**src/rtl/wdt_esc_pkg.sv**
```systemverilog
package wdt_esc_pkg;

    // Escalation stage; bit 1 flags that the NMI stage has been reached.
    typedef enum logic [1:0] {
        ST_IDLE = 2'd0,
        ST_IRQ  = 2'd1,
        ST_NMI  = 2'd2,
        ST_RST  = 2'd3
    } wdt_stage_e;

endpackage

```
**src/rtl/wdt_esc_prescale.sv**
```systemverilog
module wdt_esc_prescale #(
    parameter int PRE_W = 8
) (
    input  logic clk,
    input  logic rst_n,
    input  logic clear,
    input  logic run,
    output logic tick
);
    localparam logic [PRE_W-1:0] PRE_LAST = {PRE_W{1'b1}};

    typedef struct packed {
        logic [PRE_W-1:0] cnt;
    } pre_s;

    pre_s pre_d, pre_q;

    always_comb begin
        pre_d = pre_q;
        tick  = 1'b0;
        if (clear) begin
            pre_d.cnt = '0;
        end else if (run) begin
            tick      = (pre_q.cnt == PRE_LAST);
            pre_d.cnt = pre_q.cnt + 1'b1;
        end
    end

    always_ff @(posedge clk or negedge rst_n) begin
        if (!rst_n) pre_q <= '0;
        else        pre_q <= pre_d;
    end

    // a tick occurs only after a clear-free run of the prescaler
    prescale_clear_chk: assert property (@(posedge clk) disable iff (!rst_n)
        clear |=> !tick);

endmodule

```
**src/rtl/wdt_esc_count.sv**
```systemverilog
module wdt_esc_count #(
    parameter int LEN_W  = 16,
    parameter int FRAC_W = 8
) (
    input  logic             clk,
    input  logic             rst_n,
    input  logic             load,
    input  logic [LEN_W-1:0] load_len,
    input  logic [LEN_W-1:0] cur_len,
    input  logic             run,
    input  logic             tick,
    output logic             expire
);
    localparam int CNT_W = LEN_W + FRAC_W;
    localparam logic [CNT_W-1:0] CNT_ONE = CNT_W'(1);

    typedef struct packed {
        logic [CNT_W-1:0] cnt;
    } cnt_s;

    cnt_s cnt_d, cnt_q;

    always_comb begin
        cnt_d  = cnt_q;
        expire = 1'b0;
        if (load) begin
            cnt_d.cnt = {load_len, {FRAC_W{1'b0}}};
        end else if (run && tick) begin
            if (cnt_q.cnt <= CNT_ONE) begin
                expire    = 1'b1;
                cnt_d.cnt = {cur_len, {FRAC_W{1'b0}}};
            end else begin
                cnt_d.cnt = cnt_q.cnt - CNT_ONE;
            end
        end
    end

    always_ff @(posedge clk or negedge rst_n) begin
        if (!rst_n) cnt_q <= '0;
        else        cnt_q <= cnt_d;
    end


    expire_on_tick_chk: assert property (@(posedge clk) disable iff (!rst_n)
        expire |-> (tick && run));

endmodule

```
**src/rtl/wdt_esc_stage.sv**
```systemverilog
module wdt_esc_stage
    import wdt_esc_pkg::*;
(
    input  logic       clk,
    input  logic       rst_n,
    input  logic       clear,
    input  logic       expire,
    output wdt_stage_e stage,
    output logic       rst_pulse
);
    typedef struct packed {
        wdt_stage_e stage;
        logic       pulse;
    } stg_s;

    stg_s stg_d, stg_q;

    always_comb begin
        stg_d       = stg_q;
        stg_d.pulse = 1'b0;
        if (clear) begin
            stg_d.stage = ST_IDLE;
        end else if (expire && stg_q.stage != ST_RST) begin
            stg_d.stage = wdt_stage_e'(stg_q.stage + 2'd1);
            stg_d.pulse = (stg_q.stage == ST_NMI);
        end
    end

    always_ff @(posedge clk or negedge rst_n) begin
        if (!rst_n) stg_q <= '{stage: ST_IDLE, pulse: 1'b0};
        else        stg_q <= stg_d;
    end

    assign stage     = stg_q.stage;
    assign rst_pulse = stg_q.pulse;


    rst_single_chk: assert property (@(posedge clk) disable iff (!rst_n)
        rst_pulse |=> !rst_pulse);


    rst_in_final_chk: assert property (@(posedge clk) disable iff (!rst_n)
        rst_pulse |-> (stage == ST_RST));


    stage_hold_chk: assert property (@(posedge clk) disable iff (!rst_n)
        (!clear && !expire) |=> $stable(stage));

endmodule

```
**src/rtl/wdt_escalate.sv**
```systemverilog
module wdt_escalate
    import wdt_esc_pkg::*;
#(
    parameter int LEN_W  = 16,
    parameter int FRAC_W = 8,
    parameter int PRE_W  = 8
) (
    input  logic             clk,
    input  logic             rst_n,
    input  logic             cfg_we,
    input  logic [LEN_W-1:0] cfg_len,
    input  logic [1:0]       cfg_mode,
    input  logic             poke,
    output logic             irq_o,
    output logic             nmi_o,
    output logic             soft_rst_o,
    output logic [LEN_W-1:0] rd_len,
    output logic [1:0]       rd_mode,
    output logic [1:0]       rd_stage
);
    typedef struct packed {
        logic [LEN_W-1:0] len;
        logic [1:0]       mode;
    } cfg_s;

    cfg_s cfg_d, cfg_q;

    logic             clear;
    logic             run;
    logic             tick;
    logic             expire;
    logic [LEN_W-1:0] load_len;
    wdt_stage_e       stage;
    logic             rst_pulse;

    always_comb begin
        cfg_d = cfg_q;
        if (cfg_we) begin
            cfg_d.len  = cfg_len;
            cfg_d.mode = cfg_mode;
        end
    end

    always_ff @(posedge clk or negedge rst_n) begin
        if (!rst_n) cfg_q <= '0;
        else        cfg_q <= cfg_d;
    end

    assign clear    = cfg_we | poke;
    assign load_len = cfg_we ? cfg_len : cfg_q.len;
    assign run      = (cfg_q.mode != 2'd0) && (2'(stage) < cfg_q.mode);

    wdt_esc_prescale #(.PRE_W(PRE_W)) u_pre (
        .clk   (clk),
        .rst_n (rst_n),
        .clear (clear),
        .run   (run),
        .tick  (tick)
    );

    wdt_esc_count #(.LEN_W(LEN_W), .FRAC_W(FRAC_W)) u_cnt (
        .clk      (clk),
        .rst_n    (rst_n),
        .load     (clear),
        .load_len (load_len),
        .cur_len  (cfg_q.len),
        .run      (run),
        .tick     (tick),
        .expire   (expire)
    );

    wdt_esc_stage u_stg (
        .clk       (clk),
        .rst_n     (rst_n),
        .clear     (clear),
        .expire    (expire),
        .stage     (stage),
        .rst_pulse (rst_pulse)
    );

    assign irq_o      = (stage != ST_IDLE);
    assign nmi_o      = stage[1];
    assign soft_rst_o = rst_pulse;
    assign rd_len     = cfg_q.len;
    assign rd_mode    = cfg_q.mode;
    assign rd_stage   = 2'(stage);


    stage_cap_chk: assert property (@(posedge clk) disable iff (!rst_n)
        2'(stage) <= cfg_q.mode);


    clear_idle_chk: assert property (@(posedge clk) disable iff (!rst_n)
        (cfg_we || poke) |=> (!irq_o && !nmi_o && !soft_rst_o));


    nmi_has_irq_chk: assert property (@(posedge clk) disable iff (!rst_n)
        nmi_o |-> irq_o);


    off_quiet_chk: assert property (@(posedge clk) disable iff (!rst_n)
        (cfg_q.mode == 2'd0) |-> !irq_o);

endmodule

```
**config.mk**
```make
export PLATFORM = sky130hd
export DESIGN_NAME = wdt_escalate
export DESIGN_NICKNAME = d
export VERILOG_FILES = /design/src/rtl/wdt_esc_pkg.sv /design/src/rtl/wdt_esc_prescale.sv /design/src/rtl/wdt_esc_count.sv /design/src/rtl/wdt_esc_stage.sv /design/src/rtl/wdt_escalate.sv
export SDC_FILE = /design/constraint.sdc
export NUM_CORES = 1
export LEC_CHECK = 0
export ABC_CLOCK_PERIOD_IN_PS = 4100
export BUFFER_PORTS_ARGS = -buffer_cell sky130_fd_sc_hd__buf_2
export CAP_MARGIN = 20
export CELL_PAD_IN_SITES_DETAIL_PLACEMENT = 1
export CELL_PAD_IN_SITES_GLOBAL_PLACEMENT = 2
export CORE_UTILIZATION = 39
export CTS_BUF_LIST = sky130_fd_sc_hd__clkbuf_16
export CTS_CLUSTER_DIAMETER = 60
export DETAILED_ROUTE_END_ITERATION = 8
export GPL_TIMING_DRIVEN = 0
export PLACE_DENSITY = 0.95
export SYNTH_ARGS = -nofsm -noshare
export SYNTH_HDL_FRONTEND = slang
export SYNTH_SLANG_ARGS = --single-unit
```
**constraint.sdc**
```tcl
create_clock -name clk -period 4.1 [get_ports clk]
set_input_delay 0.82 -clock clk [delete_from_list [all_inputs] [get_ports clk]]
set_output_delay 0.82 -clock clk [all_outputs]
set_load 0.02 [all_outputs]
```
==> reports/metrics.cfg <==
[yosys]
synthTopCellsByCount = dfrtp_1 (53), nor2_1 (45), mux2_2 (18), a21oi_1 (17), nand2_1 (14)
netlist_instances = 304
yosysTopAreaCell = dfrtp_1
yosysWarningCount = 0
synth-async-reset-ratio_pct = 100
synth_edf_count = 0
synth_most_common_cell = dfrtp_1
yosys-top-cells-area = dfrtp_1 (44%), mux2_2 (6.8%), nor2_1 (5.6%), ha_1 (2.9%), a21oi_1 (2.8%)
syn-num-nets = 333
syn_area_sq_um = 3000
seq_area_frac_synth_pct = 44.2
yosysUniqueCellTypes = 52
syn_area_per_cell_sq_um = 9.87
synthFlopType = dfrtp_1
synth-seq-cells = 53
synth_top_area_share_pct = 44.2

[detailed_routing]
ant_nets = 0
avgViaCountPerCell = 5.46
first_pass_iters = 4
wl_per_cell_um = 17.2
wl_mm = 7.83
drc = 0
vias = 2491
initialDrtViolationCount = 127

[placement]
numPortBuffers = 44
dp_hpwl_mm = 5.72
postPlaceCellArea_sq_um = 3360
place.gp.congestion = 0.813
dp.cells = 448

[timing]
post-route-period-util_pct = 71.3
period_needed_ns = 2.92
slew_headroom_pct = 29.7
rsz0062_at_grt = false
max_freq_mhz = 342
finalMaxSlewViolations = 0
setup_tns_ns = 0
setup_viol = 0
finClkSkew_ns = 0.0102
hold_violations = 0
holdWs_ns = 0.443
worst_pin_slew_ns = 1.05

[power_and_ir_drop]
ir_drop_mv = 0.157
p_leak_nw = 1.58
power.density_nw_per_um2 = 356

[die]
rows = 31
ios = 45
die_area_sq_um = 8050
die_y_um = 89.7
core_area_sq_um = 7330
start_util_pct = 40.9
die_x_um = 89.7

[cells_and_area]
area.growth.synth_to_final_pct = 17.0
fillers = 854
multi_input_area_sq_um = 1570
antenna_cells = 0
layout.cells.non_filler = 456
drive_above_1_share_pct = 25.2
num-nets-final = 385
ff_latch_area_sq_um = 1330
finish.utilization_pct = 47.9
finalInstanceArea_sq_um = 3510

[clock_tree]
cts_resized = 0
cts_setup_buffers = 0
clock_latency_ns = 0.30
path_clk_slew_ns = 0.08
root_buffer = clkbuf_16
cts_sinks = 53
cts_made_buffers = 5
cts-hold-fix-buffers = 0
cts_tree = built
cts.htree.levels = 2
cts.path.max_buffers = 2

[setup_path]
r2r_slack_ns = 1.18
end_kind = register
max_stage_delay_ns = 0.83
worst_ep_required_time_ns = 4.28
worst-path-stages = 7
slowest_stage = a211oi_1
cp-start-kind = register
crit_chain = ha_1, a21bo_2, a211oi_1, nor2_1, or4_1, xor2_1, nor2_1
timing.rr.end = u_cnt.cnt_q[3]
critical_path_class = register to register
cp_top_family = compound AO/OA/AOI/OAI gates
critPathMaxFanout = 7
worstPathArrival_ns = 3.10
crit_end = u_cnt.cnt_q[3]
worstRegToRegCells = 7
r2r_start = u_stg.stage[1]
path_common_cell = nor2_1
worst-path-buf-inv = 0
cp-startpoint = u_stg.stage[1]

[global_routing]
antenna_found_initial = 0
grt_pass1_wl_mm = 12.9
grt_overflow_total = 0
grt.total_usage_pct = 21.3
grt_max_degree = 39
grt_pass1_vias = 2529

[hold_path]
hold_class = input port to asynchronous set/reset pin

[run]
cap_violations = 0

[run_status]
status = completed

worst register-to-register path: stages (launching register included):
cell,delay [ns]
dfrtp_1,0.46
ha_1,0.34
a21bo_2,0.24
a211oi_1,0.83
nor2_1,0.24
or4_1,0.48
xor2_1,0.16
nor2_1,0.06
registers in the layout, indices dropped and copies added (netlist names):
register / flops
rd_len: 16
rd_mode: 2
u_cnt.cnt_q: 24
u_pre.pre_q: 8
u_stg.rst_pulse: 1
u_stg.stage: 2
worst min-delay path by stage:
stage | depth (start not counted) | startpoint | endpoint | slack, ns
floorplan | 2 | u_pre.pre_q[1] | u_pre.pre_q[1] | 0.51
global placement | 1 | rd_mode[0] | rd_mode[0] | 0.51
detailed placement | 1 | rd_mode[0] | rd_mode[0] | 0.53
CTS | 1 | rst_n | rd_len[7] | 0.46
global route | 1 | rst_n | u_cnt.cnt_q[19] | 0.48
finish | 1 | rst_n | u_cnt.cnt_q[15] | 0.44
metal layers:
metal | track usage (%) | routed length [um]
met3 | 3.47 | 219
met4 | 4.91 | 103
met2 | 36.0 | 3850
met1 | 28.7 | 3650
met5 | 0 | 0
per-stage QoR:
step           total power, mW  worst slack [ns]
4_1_cts                   1.26              1.19
3_5_place_dp             0.827              1.21
3_3_place_gp             0.816              1.25
6_report                  1.25              1.18
5_1_grt                   1.31             0.988
2_1_floorplan            0.745              1.69
power by group:
part | switching [mW] | internal (mW)
clock network | 0.206 | 0.228
registers | 0.0422 | 0.563
logic | 0.123 | 0.0870
total | 0.371 | 0.878
cell usage in the layout, fill, tap and decap left out, types with 4 or more instances in the layout:
| cell type | netlist | final |
|---|---|---|
| nand2_1 | 14 | 14 |
| buf_2 | 1 | 45 |
| or3_1 | 5 | 5 |
| nand2b_1 | 5 | 5 |
| nor4_1 | 6 | 6 |
| nand3_1 | 6 | 6 |
| a31oi_1 | 4 | 4 |
| mux2i_1 | 6 | 6 |
| o31ai_1 | 6 | 6 |
| o21ai_0 | 11 | 11 |
| dfrtp_1 | 53 | 53 |
| clkbuf_1 | 9 | 9 |
| nor3_1 | 13 | 13 |
| nor2_1 | 45 | 45 |
| nand4_1 | 4 | 4 |
| a211oi_1 | 4 | 4 |
| a21oi_1 | 17 | 17 |
| mux2_2 | 18 | 18 |
| xor2_1 | 8 | 8 |
| inv_1 | 7 | 7 |
| ha_1 | 7 | 7 |
| clkbuf_16 | 0 | 5 |
| and3_1 | 9 | 9 |
area by class of cell:
class / instances / share of cell area, %
flip-flops and latches: 53 / 37.8
inverters: 7 / 0.749
clock buffers: 5 / 3.57
repair buffers: 45 / 6.84
well taps: 99 / 3.53
plain buffers: 14 / 2.07
clock inverters: 3 / 0.606
multi-input cells: 230 / 44.8
kinds of logic (layout without fill, tap and decap cells):
kind of cell | Yosys count | count (layout) | synth area share, %
buffers and inverters | 21 | 74 | 3.30
flip-flops | 53 | 53 | 44.2
AND/OR/NAND/NOR | 122 | 122 | 21.7
XOR/XNOR | 11 | 11 | 3.21
adder cells (fa/ha/maj) | 7 | 7 | 2.92
AO/OA/AOI/OAI | 63 | 63 | 14.4
multiplexers | 27 | 27 | 10.3
Note: power is estimated with default switching activity, not from simulation.
